===== src/rtl/radio_stat_pkg.sv =====
package radio_stat_pkg;

  typedef struct packed {
    logic fill_mode;
    logic start_det;
    logic tx_done;
    logic ovf;
    logic rssi_ien;
    logic sig_det;
    logic lock_seen;
    logic lock_en;
  } stat_reg_t;

  localparam logic [7:0] STAT_RESET = 8'h01;

  localparam int FLG_TX   = 0;
  localparam int FLG_OVF  = 1;
  localparam int FLG_SIG  = 2;
  localparam int FLG_LOCK = 3;
  localparam int NUM_FLG  = 4;

endpackage


===== src/rtl/sticky_flag.sv =====
module sticky_flag (
  input  logic clk,
  input  logic rst,
  input  logic set_i,
  input  logic clr_i,
  output logic q_o
);

  always_ff @(posedge clk) begin
    if (rst)        q_o <= 1'b0;
    else if (set_i) q_o <= 1'b1;
    else if (clr_i) q_o <= 1'b0;
  end

  // a set event wins over a same-cycle clear
  p_set_wins_r12: assert property (@(posedge clk) disable iff (rst)
    set_i |=> q_o);
  p_w1c_r12: assert property (@(posedge clk) disable iff (rst)
    (clr_i && !set_i) |=> !q_o);

endmodule


===== src/rtl/fill_ctl.sv =====
module fill_ctl (
  input  logic clk,
  input  logic rst,
  input  logic mode_i,
  input  logic pat_i,
  input  logic wr_i,
  input  logic wbit_i,
  input  logic pclr_i,
  output logic det_o
);

  logic det_d;

  always_comb begin
    det_d = det_o;
    if (mode_i) begin
      if (wr_i) det_d = wbit_i;
    end else begin
      if (pat_i)                           det_d = 1'b1;
      else if ((wr_i && wbit_i) || pclr_i) det_d = 1'b0;
    end
  end

  always_ff @(posedge clk) begin
    if (rst) det_o <= 1'b0;
    else     det_o <= det_d;
  end

  p_mode0_latch_r3: assert property (@(posedge clk) disable iff (rst)
    (!mode_i && pat_i) |=> det_o);
  p_mode1_follow_r4: assert property (@(posedge clk) disable iff (rst)
    (mode_i && wr_i) |=> (det_o == $past(wbit_i)));

endmodule


===== src/rtl/lock_mon.sv =====
module lock_mon #(
  parameter int STAGES = 2
) (
  input  logic clk,
  input  logic rst,
  input  logic lock_i,
  input  logic en_i,
  output logic rise_o,
  output logic pin_o
);

  logic [STAGES-1:0] sync_q;
  logic              prev_q;
  logic              lock_s;

  assign lock_s = sync_q[STAGES-1];

  always_ff @(posedge clk) begin
    if (rst) begin
      sync_q <= '0;
      prev_q <= 1'b0;
      pin_o  <= 1'b0;
    end else begin
      sync_q <= {sync_q[STAGES-2:0], lock_i};
      prev_q <= lock_s;
      pin_o  <= !en_i || lock_s;
    end
  end

  assign rise_o = lock_s && !prev_q;

  p_pin_forced_r10: assert property (@(posedge clk) disable iff (rst)
    !en_i |=> pin_o);
  p_rise_once_r9: assert property (@(posedge clk) disable iff (rst)
    rise_o |=> !rise_o);

endmodule


===== src/rtl/radio_stat_regs.sv =====
module radio_stat_regs
  import radio_stat_pkg::*;
#(
  parameter int             AW          = 8,
  parameter int             TW          = 8,
  parameter logic [AW-1:0]  STAT_ADDR   = 8'h0E,
  parameter logic [AW-1:0]  THLD_ADDR   = 8'h0F,
  parameter int             SYNC_STAGES = 2
) (
  input  logic          clk,
  input  logic          rst,
  input  logic [AW-1:0] bus_addr,
  input  logic [7:0]    bus_wdata,
  input  logic          bus_wr,
  output logic [7:0]    bus_rdata,
  input  logic          pkt_mode,
  input  logic          start_pat,
  input  logic          tx_last,
  input  logic          fifo_ovf,
  input  logic          pll_lock,
  input  logic [TW-1:0] rssi_val,
  output logic          fifo_clr,
  output logic          fill_en,
  output logic          lock_pin,
  output logic          irq
);

  localparam int RD_PAD = 8 - TW;

  stat_reg_t           wcmd;
  stat_reg_t           stat_rd;
  logic                wr_stat, wr_thld, pkt_clr;
  logic                fill_mode_q, ien_q, lock_en_q;
  logic [TW-1:0]       thld_q;
  logic                rssi_hit, lock_rise, start_det_q;
  logic [NUM_FLG-1:0]  set_v, clr_v, flag_q;

  assign wcmd    = stat_reg_t'(bus_wdata);
  assign wr_stat = bus_wr && (bus_addr == STAT_ADDR);
  assign wr_thld = bus_wr && (bus_addr == THLD_ADDR);
  assign pkt_clr = wr_stat && wcmd.ovf && pkt_mode;

  always_ff @(posedge clk) begin
    if (rst) begin
      fill_mode_q <= STAT_RESET[7];
      ien_q       <= STAT_RESET[3];
      lock_en_q   <= STAT_RESET[0];
    end else if (wr_stat) begin
      fill_mode_q <= wcmd.fill_mode;
      ien_q       <= wcmd.rssi_ien;
      lock_en_q   <= wcmd.lock_en;
    end
  end

  always_ff @(posedge clk) begin
    if (rst)          thld_q <= '0;
    else if (wr_thld) thld_q <= bus_wdata[TW-1:0];
  end

  assign rssi_hit = (rssi_val >= thld_q);

  assign set_v[FLG_TX]   = tx_last;
  assign set_v[FLG_OVF]  = fifo_ovf;
  assign set_v[FLG_SIG]  = rssi_hit;
  assign set_v[FLG_LOCK] = lock_rise;

  assign clr_v[FLG_TX]   = (wr_stat && wcmd.tx_done) || pkt_clr;
  assign clr_v[FLG_OVF]  = wr_stat && wcmd.ovf;
  assign clr_v[FLG_SIG]  = wr_stat && wcmd.sig_det;
  assign clr_v[FLG_LOCK] = wr_stat && wcmd.lock_seen;

  for (genvar gi = 0; gi < NUM_FLG; gi++) begin : g_flag
    sticky_flag u_flag (
      .clk   (clk),
      .rst   (rst),
      .set_i (set_v[gi]),
      .clr_i (clr_v[gi]),
      .q_o   (flag_q[gi])
    );
  end

  fill_ctl u_fill (
    .clk    (clk),
    .rst    (rst),
    .mode_i (fill_mode_q),
    .pat_i  (start_pat),
    .wr_i   (wr_stat),
    .wbit_i (wcmd.start_det),
    .pclr_i (pkt_clr),
    .det_o  (start_det_q)
  );

  lock_mon #(.STAGES(SYNC_STAGES)) u_lock (
    .clk    (clk),
    .rst    (rst),
    .lock_i (pll_lock),
    .en_i   (lock_en_q),
    .rise_o (lock_rise),
    .pin_o  (lock_pin)
  );

  always_comb begin
    stat_rd.fill_mode = fill_mode_q;
    stat_rd.start_det = start_det_q;
    stat_rd.tx_done   = flag_q[FLG_TX];
    stat_rd.ovf       = flag_q[FLG_OVF];
    stat_rd.rssi_ien  = ien_q;
    stat_rd.sig_det   = flag_q[FLG_SIG];
    stat_rd.lock_seen = flag_q[FLG_LOCK];
    stat_rd.lock_en   = lock_en_q;
  end

  always_ff @(posedge clk) begin
    if (rst) begin
      bus_rdata <= '0;
      fifo_clr  <= 1'b0;
    end else begin
      fifo_clr <= wr_stat && wcmd.ovf;
      if (bus_addr == STAT_ADDR)      bus_rdata <= stat_rd;
      else if (bus_addr == THLD_ADDR) bus_rdata <= {{RD_PAD{1'b0}}, thld_q};
      else                            bus_rdata <= '0;
    end
  end

  assign fill_en = start_det_q;
  assign irq     = flag_q[FLG_SIG] && ien_q;

  p_rssi_hit_r8: assert property (@(posedge clk) disable iff (rst)
    rssi_hit |=> flag_q[FLG_SIG]);
  p_clr_pulse_r6: assert property (@(posedge clk) disable iff (rst)
    (wr_stat && wcmd.ovf) |=> fifo_clr);
  p_pkt_rearm_r7: assert property (@(posedge clk) disable iff (rst)
    (pkt_clr && !tx_last) |=> !flag_q[FLG_TX]);
  p_irq_src_r11: assert property (@(posedge clk) disable iff (rst)
    irq |-> (stat_rd.sig_det && stat_rd.rssi_ien));

endmodule


===== config.mk =====
export PLATFORM = sky130hd
export DESIGN_NAME = radio_stat_regs
export DESIGN_NICKNAME = d
export VERILOG_FILES = /design/src/rtl/radio_stat_pkg.sv /design/src/rtl/sticky_flag.sv /design/src/rtl/fill_ctl.sv /design/src/rtl/lock_mon.sv /design/src/rtl/radio_stat_regs.sv
export SDC_FILE = /design/constraint.sdc
export NUM_CORES = 1
export LEC_CHECK = 0
export CAP_MARGIN = 0
export CORE_MARGIN = 2
export CORE_UTILIZATION = 40
export DETAILED_ROUTE_END_ITERATION = 8
export GPL_ROUTABILITY_DRIVEN = 0
export GPL_TIMING_DRIVEN = 0
export MAX_ROUTING_LAYER = met4
export PLACE_DENSITY = 0.72
export SLEW_MARGIN = 20
export SYNTH_ARGS = -nofsm -noshare
export SYNTH_HDL_FRONTEND = slang
export SYNTH_SLANG_ARGS = --single-unit

===== constraint.sdc =====
create_clock -name clk -period 1.7 [get_ports clk]
set_input_delay 0.17 -clock clk [delete_from_list [all_inputs] [get_ports clk]]
set_output_delay 0.17 -clock clk [all_outputs]
set_load 0.02 [all_outputs]

==> out/qor.txt <==
==================================================================================
Maximum fanout encountered on the critical timing path                           3
Horizontal extent of the die                                              60.87 µm
Initial Utilization                                                         0.4238
Syn Area/Cell                                                            9.111 µm²
Count of input and output buffers                                               43
Critical path type                                                    flip-flop to output port
Flip-flop and latch area                                                 580.6 µm²
Hold Startpoint                                                            tx_last
Largest net degree at the start of global routing                               11
Global-route wire length before repair                                    5.264 mm
Resize count post-CTS                                                            0
Req. time, crit path                                                       1.53 ns
Detailed router's first-iteration violation count                               36
Path category of the worst min-delay check                            input port to flip-flop
Die area                                                              0.003705 mm²
Unrepaired setup endpoints after global routing                                 no
Root buf cell                                                             clkbuf_4
Final antenna diode count                                                        0
Setup slack of the most critical reg-to-reg path                           0.25 ns
Status                                                                   completed
Number of nets in the layout                                                   232
Global router's overall resource usage                                      0.2039
Rel. slew slack                                                             0.6747
Number of vias per cell                                                      5.212
Period Utilization, post-route                                              0.9288
Tot Pwr                                                                   1.266 mW
Share of final-layout standard cells stronger than drive strength 1        0.07292
Category of the worst setup path launch point                            flip-flop
Clk slew on worst S/H paths                                                0.09 ns
Measured slew at the worst slew-check pin                                0.4880 ns
Final-report max-slew violation count                                            0
Final number of hold-violating endpoints                                         0
Layout Cells excl Fill                                                         236
Clock sink count                                                                29
Net count after synthesis                                                      182
TritonCTS clock tree                                                           yes
Synthesis Warnings                                                               0
Leftover overflow at the end of global routing                                   0
Number of cell instances on the worst register-to-register path                  6
Most instantiated cells after synthesis                               dfxtp_1, nor2_1, a21oi_1, inv_1
Hold EP                                                               g_flag[0].u_flag.q_o
Final wirelength                                                          3.145 mm
Rows                                                                            20
Min Clock Period, post-route                                              1.579 ns
Area of the core                                                      0.003053 mm²
Die height                                                                60.87 µm
Fin util                                                                    0.6008
Synth Register Bits                                                             29
Cells after DPL                                                                229
Count of filler cells inserted in the layout                                   281
Count of max-cap constraint violations                                           0
Power per cell area                                                   690.2 mW/mm²
Number of buffers added for setup after CTS                                      0
Worst-case clock buffer depth                                                    2
Top-level port count                                                            44
Largest cells by area after synthesis                                 dfxtp_1, ha_1, nor2_1, a22oi_1, a21oi_1
Crit path arrival time                                                     1.41 ns
Total area of multi-input combinational cells                            619.3 µm²
Netlist Area Pre-Place                                                0.001294 mm²
Clk_lat worst skew                                                         0.32 ns
Predominant post-synthesis flop cell                                       dfxtp_1
Reg-to-reg critical path endpoint                                     g_flag[2].u_flag.q_o
Number of levels in the clock H-tree                                             2
Area growth, synth to finish                                                41.78%
Number of enable flip-flop cells after synthesis                                 0
Worst hold margin                                                        0.4017 ns
F_max                                                                    633.4 MHz
Cell count after synthesis                                                     142
Dominant cell by count in the synthesized netlist                          dfxtp_1
Maximum VDD drop                                                       0.0005611 V
Detailed-route DRC error count                                                   0
Via count of the first global-routing pass                                    1225
Worst Skew                                                             0.006862 ns
Number of antenna-violating nets in the routed design                            0
Largest area contributor in the netlist                                    dfxtp_1
Pleak                                                                    0.7017 nW
CTS hold repair buffers                                                          0
Clock buffer count from CTS                                                      5
Number of unique standard cell types used by synthesis                          31
Hold Path Stages                                                                 3
Initial antenna violation count                                                  0
Fraction of synthesis flops using an asynchronous set or reset pin               0
Worst R2R Start                                                          thld_q[5]
Area share of the largest cell type after synthesis                         0.4487
Half-perimeter wire length of the detailed placement result               2.419 mm
Category of the worst setup path capture point                         output port
Drt first pass iters                                                             4
Routed length per instance                                                13.33 µm
Setup violators final                                                            0
Proportion of synthesized chip area in sequential cells                     0.4487
Vias                                                                          1230
==================================================================================
## power breakdown
group	internal, mW	switching (mW)
Sequential	0.691	0.00654
Combinational	0.0949	0.0623
Clock	0.195	0.216
## through the flow
stage	worst slack, ns	instance area, µm²	TNS [ns]
2_1_floorplan	0.3959	1294	0
3_3_place_gp	-0.09107	1779	-1.260
3_5_place_dp	-0.1050	1779	-1.234
4_1_cts	0.1114	1834	0
5_1_grt	0.05717	1834	0
6_report	0.1211	1834	0
## cell families after synthesis
group,share of synthesized area
multiplexers,0.03095
AND/OR/NAND/NOR,0.2166
flip-flops,0.4487
AO/OA/AOI/OAI,0.1538
buffers and inverters,0.07253
adder cells (fa/ha/maj),0.07737
## area by class of cell
type | count | share of cell area
well taps | 44 | 0.03001
multi-input cells | 95 | 0.3377
flip-flops and latches | 29 | 0.3165
plain buffers | 7 | 0.02865
repair buffers | 43 | 0.2347
inverters | 11 | 0.02251
clock buffers | 7 | 0.03001
## worst max path at each step
| stage | slack [ns] | endpoint | depth (start not counted) | from |
|---|---|---|---|---|
| 5_1_grt | 0.06 | irq | 2 | g_flag[2].u_flag.q_o |
| 2_1_floorplan | 0.40 | g_flag[2].u_flag.q_o | 6 | thld_q[5] |
| 6_report | 0.12 | irq | 2 | g_flag[2].u_flag.q_o |
| 3_3_place_gp | -0.09 | bus_rdata[6] | 4 | rst |
| 3_5_place_dp | -0.11 | thld_q[6] | 6 | bus_addr[3] |
| 4_1_cts | 0.11 | irq | 2 | g_flag[2].u_flag.q_o |
## critical path, stage by stage, from the launching register on
cell	delay (ns)
dfxtp_1	0.37
and2_1	0.13
clkdlybuf4s50_1	0.60
## registers in the layout, summed over array words and instances (netlist names)
register	cells
fill_mode_q	1
u_fill.det_o	1
lock_en_q	1
u_lock.pin_o	1
g_flag.u_flag.q_o	4
fifo_clr	1
u_lock.sync_q	2
bus_rdata	8
ien_q	1
thld_q	8
u_lock.prev_q	1
## routing by layer
layer / GRT usage / up-vias / part of all wire
met5: - / - / 0
met4: 0.06832 / 0 / 0.019
met3: 0.06610 / 8 / 0.070
met2: 0.3456 / 46 / 0.49
met1: 0.2250 / 582 / 0.42
li1: - / 594 / -
## cells in the final DEF, fill, tap and decap left out
| master | n |
|---|---|
| o22ai_1 | 1 |
| nand3b_1 | 1 |
| clkdlybuf4s50_1 | 43 |
| a21o_1 | 1 |
| o31ai_1 | 1 |
| o21ai_0 | 5 |
| nor2b_1 | 2 |
| a31oi_1 | 1 |
| ha_1 | 8 |
| buf_6 | 1 |
| nand3_1 | 8 |
| a22oi_1 | 8 |
| and2_4 | 1 |
| and2_1 | 2 |
| inv_1 | 11 |
| nand2b_1 | 3 |
| a21oi_1 | 11 |
| a211o_1 | 1 |
| clkbuf_1 | 3 |
| clkbuf_4 | 5 |
| and3_4 | 1 |
| nor2_1 | 18 |
| nand4_2 | 1 |
| clkbuf_8 | 1 |
| nand4_1 | 4 |
| mux2i_1 | 4 |
| a211oi_1 | 3 |
| buf_4 | 2 |
| buf_1 | 1 |
| buf_8 | 1 |
| dfxtp_1 | 29 |
| nand2_1 | 8 |
| nor4b_4 | 1 |
| nor4bb_1 | 1 |
Power figures use the tool's default switching activity.
